### src/rtl/synth_loader_pkg.sv
package synth_loader_pkg;

  localparam int REF_W   = 14;
  localparam int SWA_W   = 7;
  localparam int CNT_W   = 11;
  localparam int SHIFT_W = 1 + SWA_W + CNT_W;
  localparam int REF_MIN = 8;
  localparam int CNT_MIN = 16;
  localparam int MOD_W   = 8;

  typedef struct packed {
    logic             sw;
    logic [REF_W-1:0] ratio;
  } ref_word_t;

  typedef struct packed {
    logic [CNT_W-1:0] n;
    logic [SWA_W-1:0] a;
  } main_word_t;

  // steering bit sits in frame bit 0
  function automatic logic frame_is_ref(input logic [SHIFT_W-1:0] f);
    return f[0];
  endfunction

  // reference frame: ratio in bits REF_W:1, select bit just above it
  function automatic ref_word_t unpack_ref(input logic [SHIFT_W-1:0] f);
    ref_word_t w;
    w.ratio = f[REF_W:1];
    w.sw    = f[REF_W+1];
    return w;
  endfunction

  // main frame: swallow in bits SWA_W:1, main count above it
  function automatic main_word_t unpack_main(input logic [SHIFT_W-1:0] f);
    main_word_t w;
    w.a = f[SWA_W:1];
    w.n = f[SWA_W+CNT_W:SWA_W+1];
    return w;
  endfunction

  function automatic logic ref_legal(input logic [REF_W-1:0] r);
    return int'(r) >= REF_MIN;
  endfunction

  function automatic logic main_legal(input logic [CNT_W-1:0] n);
    return int'(n) >= CNT_MIN;
  endfunction

  function automatic logic [MOD_W-1:0] modulus_of(input logic sw);
    return sw ? MOD_W'(64) : MOD_W'(128);
  endfunction

endpackage

### src/rtl/synth_edge_sync.sv
module synth_edge_sync #(
  parameter int STAGES = 2
) (
  input  logic clk,
  input  logic rst_n,
  input  logic din,
  output logic lvl,
  output logic rise
);
  logic [STAGES-1:0] chain;
  logic              prev;

  genvar g;
  generate
    for (g = 0; g < STAGES; g++) begin : g_stage
      if (g == 0) begin : g_first
        always_ff @(posedge clk or negedge rst_n) begin
          if (!rst_n) chain[0] <= 1'b0;
          else        chain[0] <= din;
        end
      end else begin : g_next
        always_ff @(posedge clk or negedge rst_n) begin
          if (!rst_n) chain[g] <= 1'b0;
          else        chain[g] <= chain[g-1];
        end
      end
    end
  endgenerate

  always_ff @(posedge clk or negedge rst_n) begin
    if (!rst_n) prev <= 1'b0;
    else        prev <= chain[STAGES-1];
  end

  assign lvl  = chain[STAGES-1];
  assign rise = chain[STAGES-1] & ~prev;
endmodule

### src/rtl/synth_shifter.sv
module synth_shifter #(
  parameter int WIDTH = 19
) (
  input  logic             clk,
  input  logic             rst_n,
  input  logic             shift_en,
  input  logic             bit_in,
  output logic [WIDTH-1:0] frame
);
  always_ff @(posedge clk or negedge rst_n) begin
    if (!rst_n)        frame <= '0;
    else if (shift_en) frame <= {frame[WIDTH-2:0], bit_in};
  end
endmodule

### src/rtl/synth_latch.sv
module synth_latch
  import synth_loader_pkg::*;
(
  input  logic               clk,
  input  logic               rst_n,
  input  logic               load_evt,
  input  logic [SHIFT_W-1:0] frame,
  output ref_word_t          ref_q,
  output main_word_t         main_q,
  output logic               upd_stb,
  output logic               upd_ref,
  output logic               err_stb
);
  ref_word_t  ref_w;
  main_word_t main_w;
  logic       is_ref;
  logic       accept;

  always_comb begin
    ref_w  = unpack_ref(frame);
    main_w = unpack_main(frame);
    is_ref = frame_is_ref(frame);
    accept = is_ref ? ref_legal(ref_w.ratio) : main_legal(main_w.n);
  end

  always_ff @(posedge clk or negedge rst_n) begin
    if (!rst_n) begin
      ref_q.ratio <= REF_W'(REF_MIN);
      ref_q.sw    <= 1'b0;
      main_q.a    <= '0;
      main_q.n    <= CNT_W'(CNT_MIN);
      upd_stb     <= 1'b0;
      upd_ref     <= 1'b0;
      err_stb     <= 1'b0;
    end else begin
      upd_stb <= 1'b0;
      upd_ref <= 1'b0;
      err_stb <= 1'b0;
      if (load_evt) begin
        if (accept) begin
          if (is_ref) ref_q  <= ref_w;
          else        main_q <= main_w;
          upd_stb <= 1'b1;
          upd_ref <= is_ref;
        end else begin
          err_stb <= 1'b1;
        end
      end
    end
  end
endmodule

### src/rtl/synth_loader.sv
module synth_loader
  import synth_loader_pkg::*;
#(
  parameter int SYNC_STAGES = 2
) (
  input  logic             clk,
  input  logic             rst_n,
  input  logic             ser_clk,
  input  logic             ser_dat,
  input  logic             ser_le,
  input  logic             ser_le_drv,
  output logic [REF_W-1:0] ref_div,
  output logic             mod_sw,
  output logic [MOD_W-1:0] modulus,
  output logic [SWA_W-1:0] swallow_a,
  output logic [CNT_W-1:0] count_n,
  output logic             upd_stb,
  output logic             upd_ref,
  output logic             err_stb
);
  logic               le_eff;
  logic               sclk_lvl, shift_evt;
  logic               dat_lvl, dat_rise;
  logic               le_lvl, load_evt;
  logic [SHIFT_W-1:0] frame;
  ref_word_t          ref_q;
  main_word_t         main_q;

  // a floating load-enable line reads high (pull-up)
  assign le_eff = ser_le_drv ? ser_le : 1'b1;

  synth_edge_sync #(.STAGES(SYNC_STAGES)) u_sync_clk (
    .clk(clk), .rst_n(rst_n), .din(ser_clk), .lvl(sclk_lvl), .rise(shift_evt));

  synth_edge_sync #(.STAGES(SYNC_STAGES)) u_sync_dat (
    .clk(clk), .rst_n(rst_n), .din(ser_dat), .lvl(dat_lvl), .rise(dat_rise));

  synth_edge_sync #(.STAGES(SYNC_STAGES)) u_sync_le (
    .clk(clk), .rst_n(rst_n), .din(le_eff), .lvl(le_lvl), .rise(load_evt));

  synth_shifter #(.WIDTH(SHIFT_W)) u_shift (
    .clk(clk), .rst_n(rst_n), .shift_en(shift_evt), .bit_in(dat_lvl), .frame(frame));

  synth_latch u_latch (
    .clk(clk), .rst_n(rst_n), .load_evt(load_evt), .frame(frame),
    .ref_q(ref_q), .main_q(main_q),
    .upd_stb(upd_stb), .upd_ref(upd_ref), .err_stb(err_stb));

  assign ref_div   = ref_q.ratio;
  assign mod_sw    = ref_q.sw;
  assign modulus   = modulus_of(ref_q.sw);
  assign swallow_a = main_q.a;
  assign count_n   = main_q.n;
endmodule

### config.mk
export PLATFORM = sky130hd
export DESIGN_NAME = synth_loader
export DESIGN_NICKNAME = d
export VERILOG_FILES = /design/src/rtl/synth_loader_pkg.sv /design/src/rtl/synth_edge_sync.sv /design/src/rtl/synth_shifter.sv /design/src/rtl/synth_latch.sv /design/src/rtl/synth_loader.sv
export SDC_FILE = /design/constraint.sdc
export NUM_CORES = 1
export LEC_CHECK = 0
export CAP_MARGIN = 20
export CORE_UTILIZATION = 25
export DETAILED_ROUTE_END_ITERATION = 8
export PLACE_DENSITY = 0.5
export SLEW_MARGIN = 20
export SYNTH_ARGS = -nofsm -noshare
export SYNTH_HDL_FRONTEND = slang
export SYNTH_HIERARCHICAL = 1
export SYNTH_SLANG_ARGS = --single-unit
### constraint.sdc
create_clock -name clk -period 4 [get_ports clk]
set_input_delay 0.6 -clock clk [delete_from_list [all_inputs] [get_ports clk]]
set_output_delay 0.6 -clock clk [all_outputs]
set_load 0.02 [all_outputs]
# == Yosys cells after proc, flatten, opt, wreduce, memory -nomap -nowiden ==
# Index checks and enable logic that the tools add are counted.
# classes
addsub,0
multipliers,0
div_mod_pow,0
order_cmp,2
n_eq_ne,0
shift,0
muxes,9
bitwise_logic,5
reduce_logical,2
# op_table
cell,count
$ge A14 B4 Y1 const B,1
$ge A11 B5 Y1 const B,1
$mux W1,8
$mux W8,1
$reduce_and A3 Y1,2
$not A1 Y1,3
$and A1 B1 Y1,2
# word_totals
regBits,63
latchBits,0
ram_bits,0
mem_bits_ro,0
in_bits,6
output_inout_bits,44
wordCells,34
memories,0

# == Longest topological paths before layout ==
# Gate-level depths: netlist of run 1.
# depth
depth_word,4
depth_mapped,6
mapped_depth_nobuf,4

# == Modules after synthesis ==
# The synthesis of run 1 kept the hierarchy.
# modules_own_cells
module,n_inst,cells_each,area_per_inst_um2,seq_area_each_um2
synth_latch,1,88,1422.6,903.4
synth_shifter,1,40,758.2,475.5
synth_edge_sync,3,4,88.8,75.1
synth_loader,1,10,66.3,0.0

# == Least setup slack after synthesis of run 1 ==
# No wires, ideal clock.
# synth_path
kind,register -> register
start,reg u_shift.frame[13]
end,"reg, netlist name u_latch/ref_q[0]"
setup_time_ns,0.125
t_arrival_ns,1.506
required_ns,3.875
path_slack_ns,2.369
stages_incl_launch_ff,5
n_path_buf,0
period_less_slack_ns,1.631
path_cell_list,dfrtp_1 -> nor4_2 -> a22oi_2 -> o21ai_4 -> mux2_2
# synth_between
elab_chain_len,3
word_cells_on_any_way,4
cone_classes,2 x order compare; 1 x mux; 1 x reduce/logical
# synth_rtl
element,line_no,text
"start, declared",synth_shifter.sv:8,output logic [WIDTH-1:0] frame
"start signal, assigned",synth_shifter.sv:12,"else if (shift_en) frame <= {frame[WIDTH-2:0], bit_in};"
$ge A14 B4 Y1 or $ge A11 B5 Y1 (tied branches),"synth_loader_pkg.sv:43, synth_loader_pkg.sv:47",
$mux W1 *,synth_latch.sv:23,accept = is_ref ? ref_legal(ref_w.ratio) : main_legal(main_w.n);
$reduce_and A3 Y1 (no line) *,--,
# Mark *: on every way between the ends. The rest lies on a longest branch, timed or not.
# A chain may end at the register's enable or synchronous reset.

# == Worst setup path after layout of run 1 ==
# layout_path
start,"reg, netlist name u_latch/ref_q[3]"
end,out ref_div[3]
# layout_lines
element,line_no,text
"end, declared",synth_loader.sv:12,"output logic [REF_W-1:0] ref_div,"
# No word-level cell between the ends.

==> results of run 1 <==
[layout make-up]
cell class	count	area (um^2)
clock inverter	5	80.1
clock buffer	11	151
fill	923	6200
multi-input combinational	76	796
inverter	2	7.51
sequential	63	1580
timing repair buffer	45	440
tap	129	161
[metrics by stage]
| stage | util, % | setup WS [ns] | instances | power, mW | cell area, um^2 |
|---|---|---|---|---|---|
| finish | 34.2 | 1.93 | 331 | 2.34 | 3220 |
| global route | 34.2 | 1.87 | 331 | 2.48 | 3220 |
| CTS | 34.2 | 1.90 | 331 | 2.38 | 3220 |
| detailed placement | 31.7 | 2.02 | 315 | 1.74 | 2980 |
| global placement | 31.7 | 2.06 | 315 | 1.74 | 2980 |
| floorplan | - | 2.37 | 153 | 1.41 | 2490 |
[per-layer routing]
layer	share of wire [%]	GRT usage, %	vias up
li1	-	-	611
met1	50	14.0	644
met2	45	13.6	38
met3	5.3	4.42	2
met4	0.42	2.34	0
met5	0	0	-
[worst max path at each step]
stage	from	end	slack (ns)	cells after the start
floorplan	u_shift/frame[13]	u_latch/ref_q[0]	2.37	4
global placement	u_shift/frame[12]	u_latch/ref_q[12]	2.06	4
detailed placement	u_shift/frame[12]	u_latch/ref_q[13]	2.02	4
CTS	u_latch/ref_q[3]	ref_div[3]	1.90	1
global route	u_shift/frame[12]	u_latch/ref_q[13]	1.87	4
finish	u_latch/ref_q[3]	ref_div[3]	1.93	1
[power by group]
group	switching (mW)	total (mW)	internal [mW]
Combinational	0.307	0.716	0.409
Sequential	0.168	0.997	0.830
Clock	0.240	0.624	0.384
==> results.txt, run 1 <==
Status: completed
Worst Setup End Kind: primary output
Slew margin rel.: 54.6%
Hold slack: 0.293 ns
Kind of critical path: reg -> out
Cell Chain, Critical Path: clkdlybuf4s50_1
Final hold viol count: 0
GPL Wtd Cong: 0.646
Antenna diode count: 0
Worst EP arrival: 1.47 ns
Hold buffer count at cts: 0
# clock sinks: 63
FF-to-FF path depth: 4
Initial Util: 26.3%
Top Registers: u_shift/frame x19, u_latch/main_q x18, u_latch/ref_q x15
Fin crit period: 2.07 ns
Final ANT Viol Nets: 0
RSZ-0062 raised after global routing: no
Max reg flops: 19
Worst Skew: 0.00641 ns
Via count: 1295
WL/cell: 13.6 um
Die Y: 101 um
Fraction of layout cells with a size suffix above 1: 34.7%
Setup bufs post-CTS: 0
CTS Buffer Depth: 2
Mapped cell area: 2470 um^2
Total Routing Usage GR: 9.85%
Mean Syn Cell Area: 16.7 um^2
Root Buffer Master: clkbuf_8
Detailed placement HPWL: 3010 um
LEAKAGE: 1.44 nW
Fmax: 0.484 GHz
Max-slew violations: 0
Startpoint Class: flip-flop
Worst-Skew Late Latency: 0.33 ns
Core Region: 9420 um^2
Drt via density: 3.91
Grt ovf: 0
IO buf count: 43
Number of remaining DRC errors: 0
CTS H-tree lvls: 3
Final WL: 4490 um
Final setup violation count: 0
Die X: 101 um
CP max-delay cell: clkdlybuf4s50_1
Req. time, crit path: 3.40 ns
Cell Pwr Density: 727 nW/um^2
Leading cell type in the layout, fill and taps excluded: dfrtp_1
Worst R2R End: u_latch/ref_q[13]
Most frequent cells in the layout: dfrtp_1, clkdlybuf4s50_1, mux2_2, mux2_4, clkbuf_8
Area Growth Syn to Fin: 29.9%
# IOs: 50
Min-delay worst type: in -> async
Initial DRC Count: 51
Delay-heaviest family, CP: buffers and inverters
Antenna violations before repair: 0
R2r startpoint: u_shift/frame[12]
Maximum fanout along the worst path: 2
Largest net degree at the start of global routing: 35
Syn Inst Count: 148
Setup_tns: 0 ns
Vias in the first global route: 1345
Bufs and invs on worst path: 1
TritonCTS clock tree: built
CTS clk-pin slew, worst paths: 0.07 ns
Post-cts repair resize count: 0
CTS buffer count: 9
Final Cycle Share: 51.6%
Setup slack, reg-to-reg: 2.01 ns
Slew @ Worst Pin: 0.679 ns
Layout Nets: 203
Die footprint: 10300 um^2
Core Rows: 35
Ys Warns: 6
Max-Cap Viols: 0
Slowest stage delay, CP: 0.60 ns
First-pass GRT wire length: 7430 um
DR pass1 iterations: 3
Maximum VDD drop: 0.212 mV
Most flop-heavy register: u_shift/frame
Note: power is estimated with default switching activity, not from simulation.
==> inputs of run 2 (changes only) <==
--- a/config.mk
+++ b/config.mk
@@ -8,7 +8,7 @@
 export CAP_MARGIN = 20
 export CORE_UTILIZATION = 25
 export DETAILED_ROUTE_END_ITERATION = 8
-export PLACE_DENSITY = 0.5
+export PLACE_DENSITY = 0.51
 export SLEW_MARGIN = 20
 export SYNTH_ARGS = -nofsm -noshare
 export SYNTH_HDL_FRONTEND = slang
==> constraint.sdc (replaced) <==
create_clock -name clk -period 1.75 [get_ports clk]
set_input_delay 0.2625 -clock clk [delete_from_list [all_inputs] [get_ports clk]]
set_output_delay 0.2625 -clock clk [all_outputs]
set_load 0.02 [all_outputs]
==> run 2 against run 1 <==
Count of clock-buffer cells in the layout is 3 higher. Worst hold slack got worse by 0.044 ns. Flip-flop and latch count unchanged. Die area is the same. Global-route usage increased by 0.26 points. Sequential power up 120%. Combinational power grew to 2.7 times the previous value.
==> results.txt, run 2 (synthesis gave the netlist of run 1 again) <==
GPL Wtd Cong: 0.689 (was 0.646)
Antenna diode count: 0 (unchanged)
R2r startpoint: u_shift/frame[12] (unchanged)
Final ANT Viol Nets: 0 (unchanged)
Detailed placement HPWL: 2970 um (was 3010 um)
Total Routing Usage GR: 10.1% (was 9.85%)
Max reg flops: 19 (unchanged)
Final setup violation count: 0 (unchanged)
Final Core Density: 35.0% (was 34.2%)
Hold slack: 0.249 ns (was 0.293 ns)
Area Growth Syn to Fin: 33.3% (was 29.9%)
Worst Setup EP: u_latch/ref_q[1] (was ref_div[3])
Worst-Skew Late Latency: 0.34 ns (was 0.33 ns)
GR Util met1: 14.0% (about the same)
Maximum VDD drop: 0.565 mV (was 0.212 mV)
Max-Cap Viols: 0 (unchanged)
Die Y: 101 um (unchanged)
Fmax: 0.605 GHz
Worst Skew: 0.0103 ns (was 0.00641 ns)
Met3 Resource Use GR: 4.62% (was 4.42%)
Core Region: 9420 um^2 (unchanged)
Post-route design area: 3300 um^2 (was 3220 um^2)
Setup slack, reg-to-reg: 0.1 ns (was 2.01 ns)
CP max-delay cell: dfrtp_1 (was clkdlybuf4s50_1)
Leading cell type in the layout, fill and taps excluded: dfrtp_1 (unchanged)
Setup_tns: 0 ns (unchanged)
Top Registers: u_shift/frame x19, u_latch/main_q x18, u_latch/ref_q x15 (unchanged)
Die footprint: 10300 um^2 (unchanged)
Cell Chain, Critical Path: buf_4 -> nor3_2 -> nand3_1 -> o21ai_4 -> mux2_2 (was clkdlybuf4s50_1)
TritonCTS clock tree: built (unchanged)
Grt peak-use layer: met1 (unchanged)
Vias in the first global route: 1398 (was 1345)
Grt ovf: 0 (unchanged)
Number of remaining DRC errors: 0 (unchanged)
Worst EP arrival: 1.87 ns (was 1.47 ns)
Maximum fanout along the worst path: 7 (was 2)
LEAKAGE: 1.51 nW (was 1.44 nW)
Root Buffer Master: clkbuf_8 (unchanged)
Max-slew violations: 0 (unchanged)
Worst Setup End Kind: flip-flop (was primary output)
Multi-input logic area: 816 um^2 (was 796 um^2)
Min-delay worst type: in -> async (unchanged)
First-pass GRT wire length: 7600 um (was 7430 um)
Final hold viol count: 0 (unchanged)
Total Power: 5.19 mW (was 2.34 mW)
Status: completed (unchanged)
DR pass1 iterations: 6 (was 3)
Worst R2R End: u_latch/ref_q[1] (was u_latch/ref_q[13])
Req. time, crit path: 1.97 ns (was 3.40 ns)
Kind of critical path: reg -> reg (was reg -> out)
Core Rows: 35 (unchanged)
Crit path from: u_shift/frame[12] (was u_latch/ref_q[3])
Largest net degree at the start of global routing: 63 (was 35)
FF-to-FF path depth: 5 (was 4)
Initial Util: 26.3% (unchanged)
Via count: 1353 (was 1295)
Most flop-heavy register: u_shift/frame (unchanged)
CTS H-tree lvls: 3 (unchanged)
Cell Pwr Density: 1570 nW/um^2 (was 727 nW/um^2)
Drt via density: 3.91 (about the same)
WL/cell: 13.2 um (was 13.6 um)
IO buf count: 43 (unchanged)
Area after DPL: 3100 um^2 (was 2980 um^2)
CTS Buffer Depth: 2 (unchanged)
Slowest stage delay, CP: 0.41 ns (was 0.60 ns)
Startpoint Class: flip-flop (unchanged)
Initial DRC Count: 44 (was 51)
Final Cycle Share: 94.4%
# clock sinks: 63 (unchanged)
CTS buffer count: 9 (unchanged)
Reg area: 1580 um^2 (unchanged)
# IOs: 50 (unchanged)
CTS clk-pin slew, worst paths: 0.06 ns (was 0.07 ns)
Die X: 101 um (unchanged)
M2 GR Usage: 13.9% (was 13.6%)
Final WL: 4580 um (was 4490 um)
Fillers: 910 (was 923)
Fraction of layout cells with a size suffix above 1: 37.8% (was 34.7%)
Antenna violations before repair: 0 (unchanged)
Layout Nets: 218 (was 203)
Fin crit period: 1.65 ns
Most frequent cells in the layout: dfrtp_1, clkdlybuf4s50_1, mux2_2, mux2_4, buf_4 (was dfrtp_1, clkdlybuf4s50_1, mux2_2, mux2_4, clkbuf_8)
run 2: changes by cell type in the layout (fill, tap and decap cells not counted), moves of 2 or more:
cell,before,now
clkbuf_1,0,4
clkdlybuf4s50_1,42,39
clkinvlp_4,2,0
bufinv_16,2,0
buf_4,2,15
dlymetal6s2s_1,0,2
run 2: critical path, delay by kind of cell, from the launching register on:
family	cells	cell delay, ns
multiplexers	1	0.37
flip-flops	1	0.41
AND/OR/NAND/NOR	2	0.29
buffers and inverters	1	0.17
AO/OA/AOI/OAI	1	0.31
run 2: worst min-delay path by stage:
| stage | start | end | slack, ns | cells after the start |
|---|---|---|---|---|
| 2_1_floorplan | rst_n | u_latch/err_stb | -0.03 | 0 |
| 3_3_place_gp | rst_n | u_latch/main_q[16] | 0.06 | 1 |
| 3_5_place_dp | rst_n | u_latch/main_q[16] | 0.07 | 1 |
| 4_1_cts | rst_n | u_latch/main_q[16] | 0.23 | 2 |
| 5_1_grt | rst_n | u_latch/main_q[16] | 0.27 | 2 |
| 6_report | rst_n | u_latch/main_q[16] | 0.25 | 2 |
run 2: final cells by class:
class / count / share of cell area, %
Inverter: 2 / 0.228
Sequential cell: 63 / 47.9
Clock inverter: 2 / 0.303
Clock buffer: 14 / 4.63
Tap cell: 129 / 4.89
Multi-Input combinational cell: 76 / 24.7
Timing Repair Buffer: 60 / 17.3
run 2: through the flow:
| stage | setup WS (ns) | std cells |
|---|---|---|
| finish | 0.0974 | 346 |
| global route | -0.00134 | 346 |
| CTS | 0.00388 | 346 |
| detailed placement | 0.0361 | 329 |
| global placement | 0.0960 | 329 |
| floorplan | 0.119 | 153 |
run 2: report_power, final:
group | internal (mW) | total, mW | switching, mW
logic | 1.09 | 1.90 | 0.810
registers | 1.90 | 2.23 | 0.328
clock network | 0.550 | 1.06 | 0.511
run 2: routing by layer:
layer	routed length [um]	vias to the layer above
met2	2030	39
met5	0	-
met4	31	0
li1	-	640
met1	2260	670
met3	259	4
run 2: what timing repair did:
| action | in CTS | in global routing |
|---|---|---|
| hold buffers | 1 | 0 |
| resized for setup | 1 | 5 |
| endpoints found under the setup margin | 1 | 16 |
| pin swaps | 0 | 2 |
| endpoints found under the hold margin | 61 | 0 |
| buffers inserted | 0 | 0 |
==> inputs of run 3 (changes only) <==
--- a/config.mk
+++ b/config.mk
@@ -6,9 +6,10 @@
 export NUM_CORES = 1
 export LEC_CHECK = 0
 export CAP_MARGIN = 20
-export CORE_UTILIZATION = 25
+export CORE_MARGIN = 2
+export CORE_UTILIZATION = 33
 export DETAILED_ROUTE_END_ITERATION = 8
-export PLACE_DENSITY = 0.51
+export PLACE_DENSITY = 0.62
 export SLEW_MARGIN = 20
 export SYNTH_ARGS = -nofsm -noshare
 export SYNTH_HDL_FRONTEND = slang
==> run 3 against run 2 <==
Clock power grew 16%. Sequential share of layout area grew 0.27 points. Combinational power shrank 4%. Critical path depth down 3. Cell count shrank 9.2%. Worst hold slack improved by 0.099 ns. Cell area is 0.57% lower. Critical endpoint is now modulus[7].
==> results.txt, run 3 (synthesis gave the netlist of run 1 again) <==
Net Switching: 1.66 mW (was 1.65 mW)
IO buf count: 43 (unchanged)
Drt via density: 4.33 (was 3.91)
Reg power frac: 42.1% (was 42.9%)
Clock share of power: 23.2% (was 20.5%)
Worst Setup End Kind: primary output (was flip-flop)
Cell Pwr Density: 1620 nW/um^2 (was 1570 nW/um^2)
Number of remaining DRC errors: 0 (unchanged)
Maximum VDD drop: 0.816 mV (was 0.565 mV)
Worst hold start: u_sync_clk/chain[0]
Total Power: 5.30 mW (was 5.19 mW)
GPL Wtd Cong: 0.726 (was 0.689)
GR Util met1: 15.7% (was 14.0%)
Via count: 1360 (was 1353)
Worst EP arrival: 1.42 ns (was 1.87 ns)
Kind of critical path: reg -> out (was reg -> reg)
WHS Endpoint: u_sync_clk/lvl
Leading cell type in the layout, fill and taps excluded: dfrtp_1 (unchanged)
Setup slack, reg-to-reg: 0.07 ns (was 0.1 ns)
Fin crit period: 1.68 ns (was 1.65 ns)
Die footprint: 8210 um^2 (was 10300 um^2)
Final WL: 4430 um (was 4580 um)
Fraction of layout cells with a size suffix above 1: 37.7% (was 37.8%)
WL/cell: 14.1 um (was 13.2 um)
Grt peak-use layer: met2 (was met1)
Most flop-heavy register: u_shift/frame (unchanged)
Detailed placement HPWL: 3010 um (was 2970 um)
DR pass1 iterations: 2 (was 6)
Delay-heaviest family, CP: buffers and inverters (was flip-flops)
CTS clk-pin slew, worst paths: 0.06 ns (about the same)
Worst-Skew Late Latency: 0.34 ns (about the same)
CTS H-tree lvls: 3 (unchanged)
Layout Nets: 216 (was 218)
CP max-delay cell: clkdlybuf4s50_1 (was dfrtp_1)
CTS buffer count: 9 (unchanged)
Cell Chain, Critical Path: inv_1 -> clkdlybuf4s50_1 (was buf_4 -> nor3_2 -> nand3_1 -> o21ai_4 -> mux2_2)
First-pass GRT wire length: 7270 um (was 7600 um)
Total Routing Usage GR: 11.8% (was 10.1%)
# clock sinks: 63 (unchanged)
Worst Skew: 0.00540 ns (was 0.0103 ns)
Gate power share: 34.6% (was 36.6%)
Max-slew violations: 0 (unchanged)
Die X: 90.6 um (was 101 um)
Bufs and invs on worst path: 2 (was 1)
Area Growth Syn to Fin: 32.5% (was 33.3%)
Max-Cap Viols: 0 (unchanged)
LEAKAGE: 1.52 nW (was 1.51 nW)
Pint: 3.64 mW (was 3.54 mW)
Antenna violations before repair: 0 (unchanged)
Final setup violation count: 0 (unchanged)
TritonCTS clock tree: built (unchanged)
Largest net degree at the start of global routing: 25 (was 63)
Final ANT Viol Nets: 0 (unchanged)
Antenna diode count: 0 (unchanged)
Vias in the first global route: 1405 (was 1398)
Hold path depth: 0
RSZ-0062 raised after global routing: no
Initial Util: 34.1% (was 26.3%)
Core Rows: 31 (was 35)
Die Y: 90.6 um (was 101 um)
Final Cycle Share: 96.1% (was 94.4%)
# IOs: 50 (unchanged)
Fmax: 0.594 GHz (was 0.605 GHz)
Final hold viol count: 0 (unchanged)
M2 GR Usage: 16.5% (was 13.9%)
Grt ovf: 0 (unchanged)
R2r startpoint: u_shift/frame[13] (was u_shift/frame[12])
Max reg flops: 19 (unchanged)
Top Registers: u_shift/frame x19, u_latch/main_q x18, u_latch/ref_q x15 (unchanged)
Min-delay worst type: reg -> reg (was in -> async)
Sw frac: 31.3% (was 31.8%)
Slowest stage delay, CP: 0.60 ns (was 0.41 ns)
Startpoint Class: flip-flop (unchanged)
Root Buffer Master: clkbuf_8 (unchanged)
FF-to-FF path depth: 5 (unchanged)
Initial DRC Count: 45 (was 44)
Met3 Resource Use GR: 3.59% (was 4.62%)
CTS Buffer Depth: 2 (unchanged)
Maximum fanout along the worst path: 4 (was 7)
Setup_tns: 0 ns (unchanged)
Core Region: 7250 um^2 (was 9420 um^2)
Most frequent cells in the layout: dfrtp_1, clkdlybuf4s50_1, mux2_2, mux2_4, buf_4 (unchanged)
Worst R2R End: u_latch/main_q[8] (was u_latch/ref_q[1])
Status: completed (unchanged)
Req. time, crit path: 1.49 ns (was 1.97 ns)
[run 3: cell count changes in the layout (fill, tap and decap cells not counted)]
cell,before,now
dlygate4sd2_1,1,0
clkdlybuf4s50_1,39,40
buf_12,1,2
clkinv_2,2,1
buf_4,15,12
nor4_2,1,2
clkinvlp_4,0,1
nor4_4,1,0
bufinv_16,0,1
clkbuf_1,4,3
[run 3: worst reg2reg max path, stage by stage, from the launching register on]
cell and delay, ns:
dfrtp_1 0.39, nor4_2 0.39, buf_4 0.18, a21oi_2 0.11, buf_12 0.20, mux2_4 0.30
[run 3: area by class of cell]
class | count | area, um^2
fill | 657 | 3970
sequential | 63 | 1580
multi-input combinational | 76 | 807
timing repair buffer | 58 | 571
clock buffer | 13 | 149
tap | 99 | 124
clock inverter | 3 | 42.5
inverter | 2 | 7.51
[run 3: how the worst max path moves through the flow]
stage | startpoint | end | slack (ns) | cells past startpoint
detailed placement | u_shift/frame[7] | u_latch/ref_q[13] | 0.07 | 4
finish | u_latch/ref_q[14] | modulus[7] | 0.07 | 2
global route | u_shift/frame[7] | u_latch/ref_q[14] | 0.001 | 4
CTS | u_latch/main_q[11] | count_n[4] | 0.004 | 1
global placement | u_shift/frame[7] | u_latch/ref_q[1] | 0.03 | 4
floorplan | u_shift/frame[13] | u_latch/ref_q[0] | 0.12 | 4
[run 3: what timing repair did]
item	CTS	global route
setup buffers	0	1
gates resized for setup	0	4
setup endpoints to repair	0	17
hold buffers	1	0
hold endpoints to repair	17	0
[run 3: per-stage QoR]
step	utilization, %	hold slack (ns)	cells	area, um^2	setup slack (ns)
2_1_floorplan	-	-0.0331	153	2490	0.119
3_3_place_gp	42.1	0.245	296	3050	0.0347
3_5_place_dp	42.1	0.243	296	3050	0.0690
4_1_cts	44.9	0.343	313	3260	0.00403
5_1_grt	45.2	0.357	314	3280	0.00102
6_report	45.2	0.349	314	3280	0.0674
[run 3: metal layers]
| metal | share of wire [%] | wire length [um] |
|---|---|---|
| met1 | 48 | 2120 |
| met2 | 46 | 2030 |
| met3 | 3.5 | 157 |
| met4 | 2.8 | 126 |
| met5 | 0 | 0 |
[run 3: power groups by stage]
stage                     logic, mW  registers [mW]  clock network [mW]
after floorplan               0.714            2.52                   0
after global routing           1.94            2.29                1.33
after global placement         1.81            2.25                   0
after CTS                      1.85            2.23                1.26
after detailed placement       1.84            2.25                   0
final                          1.83            2.23                1.23
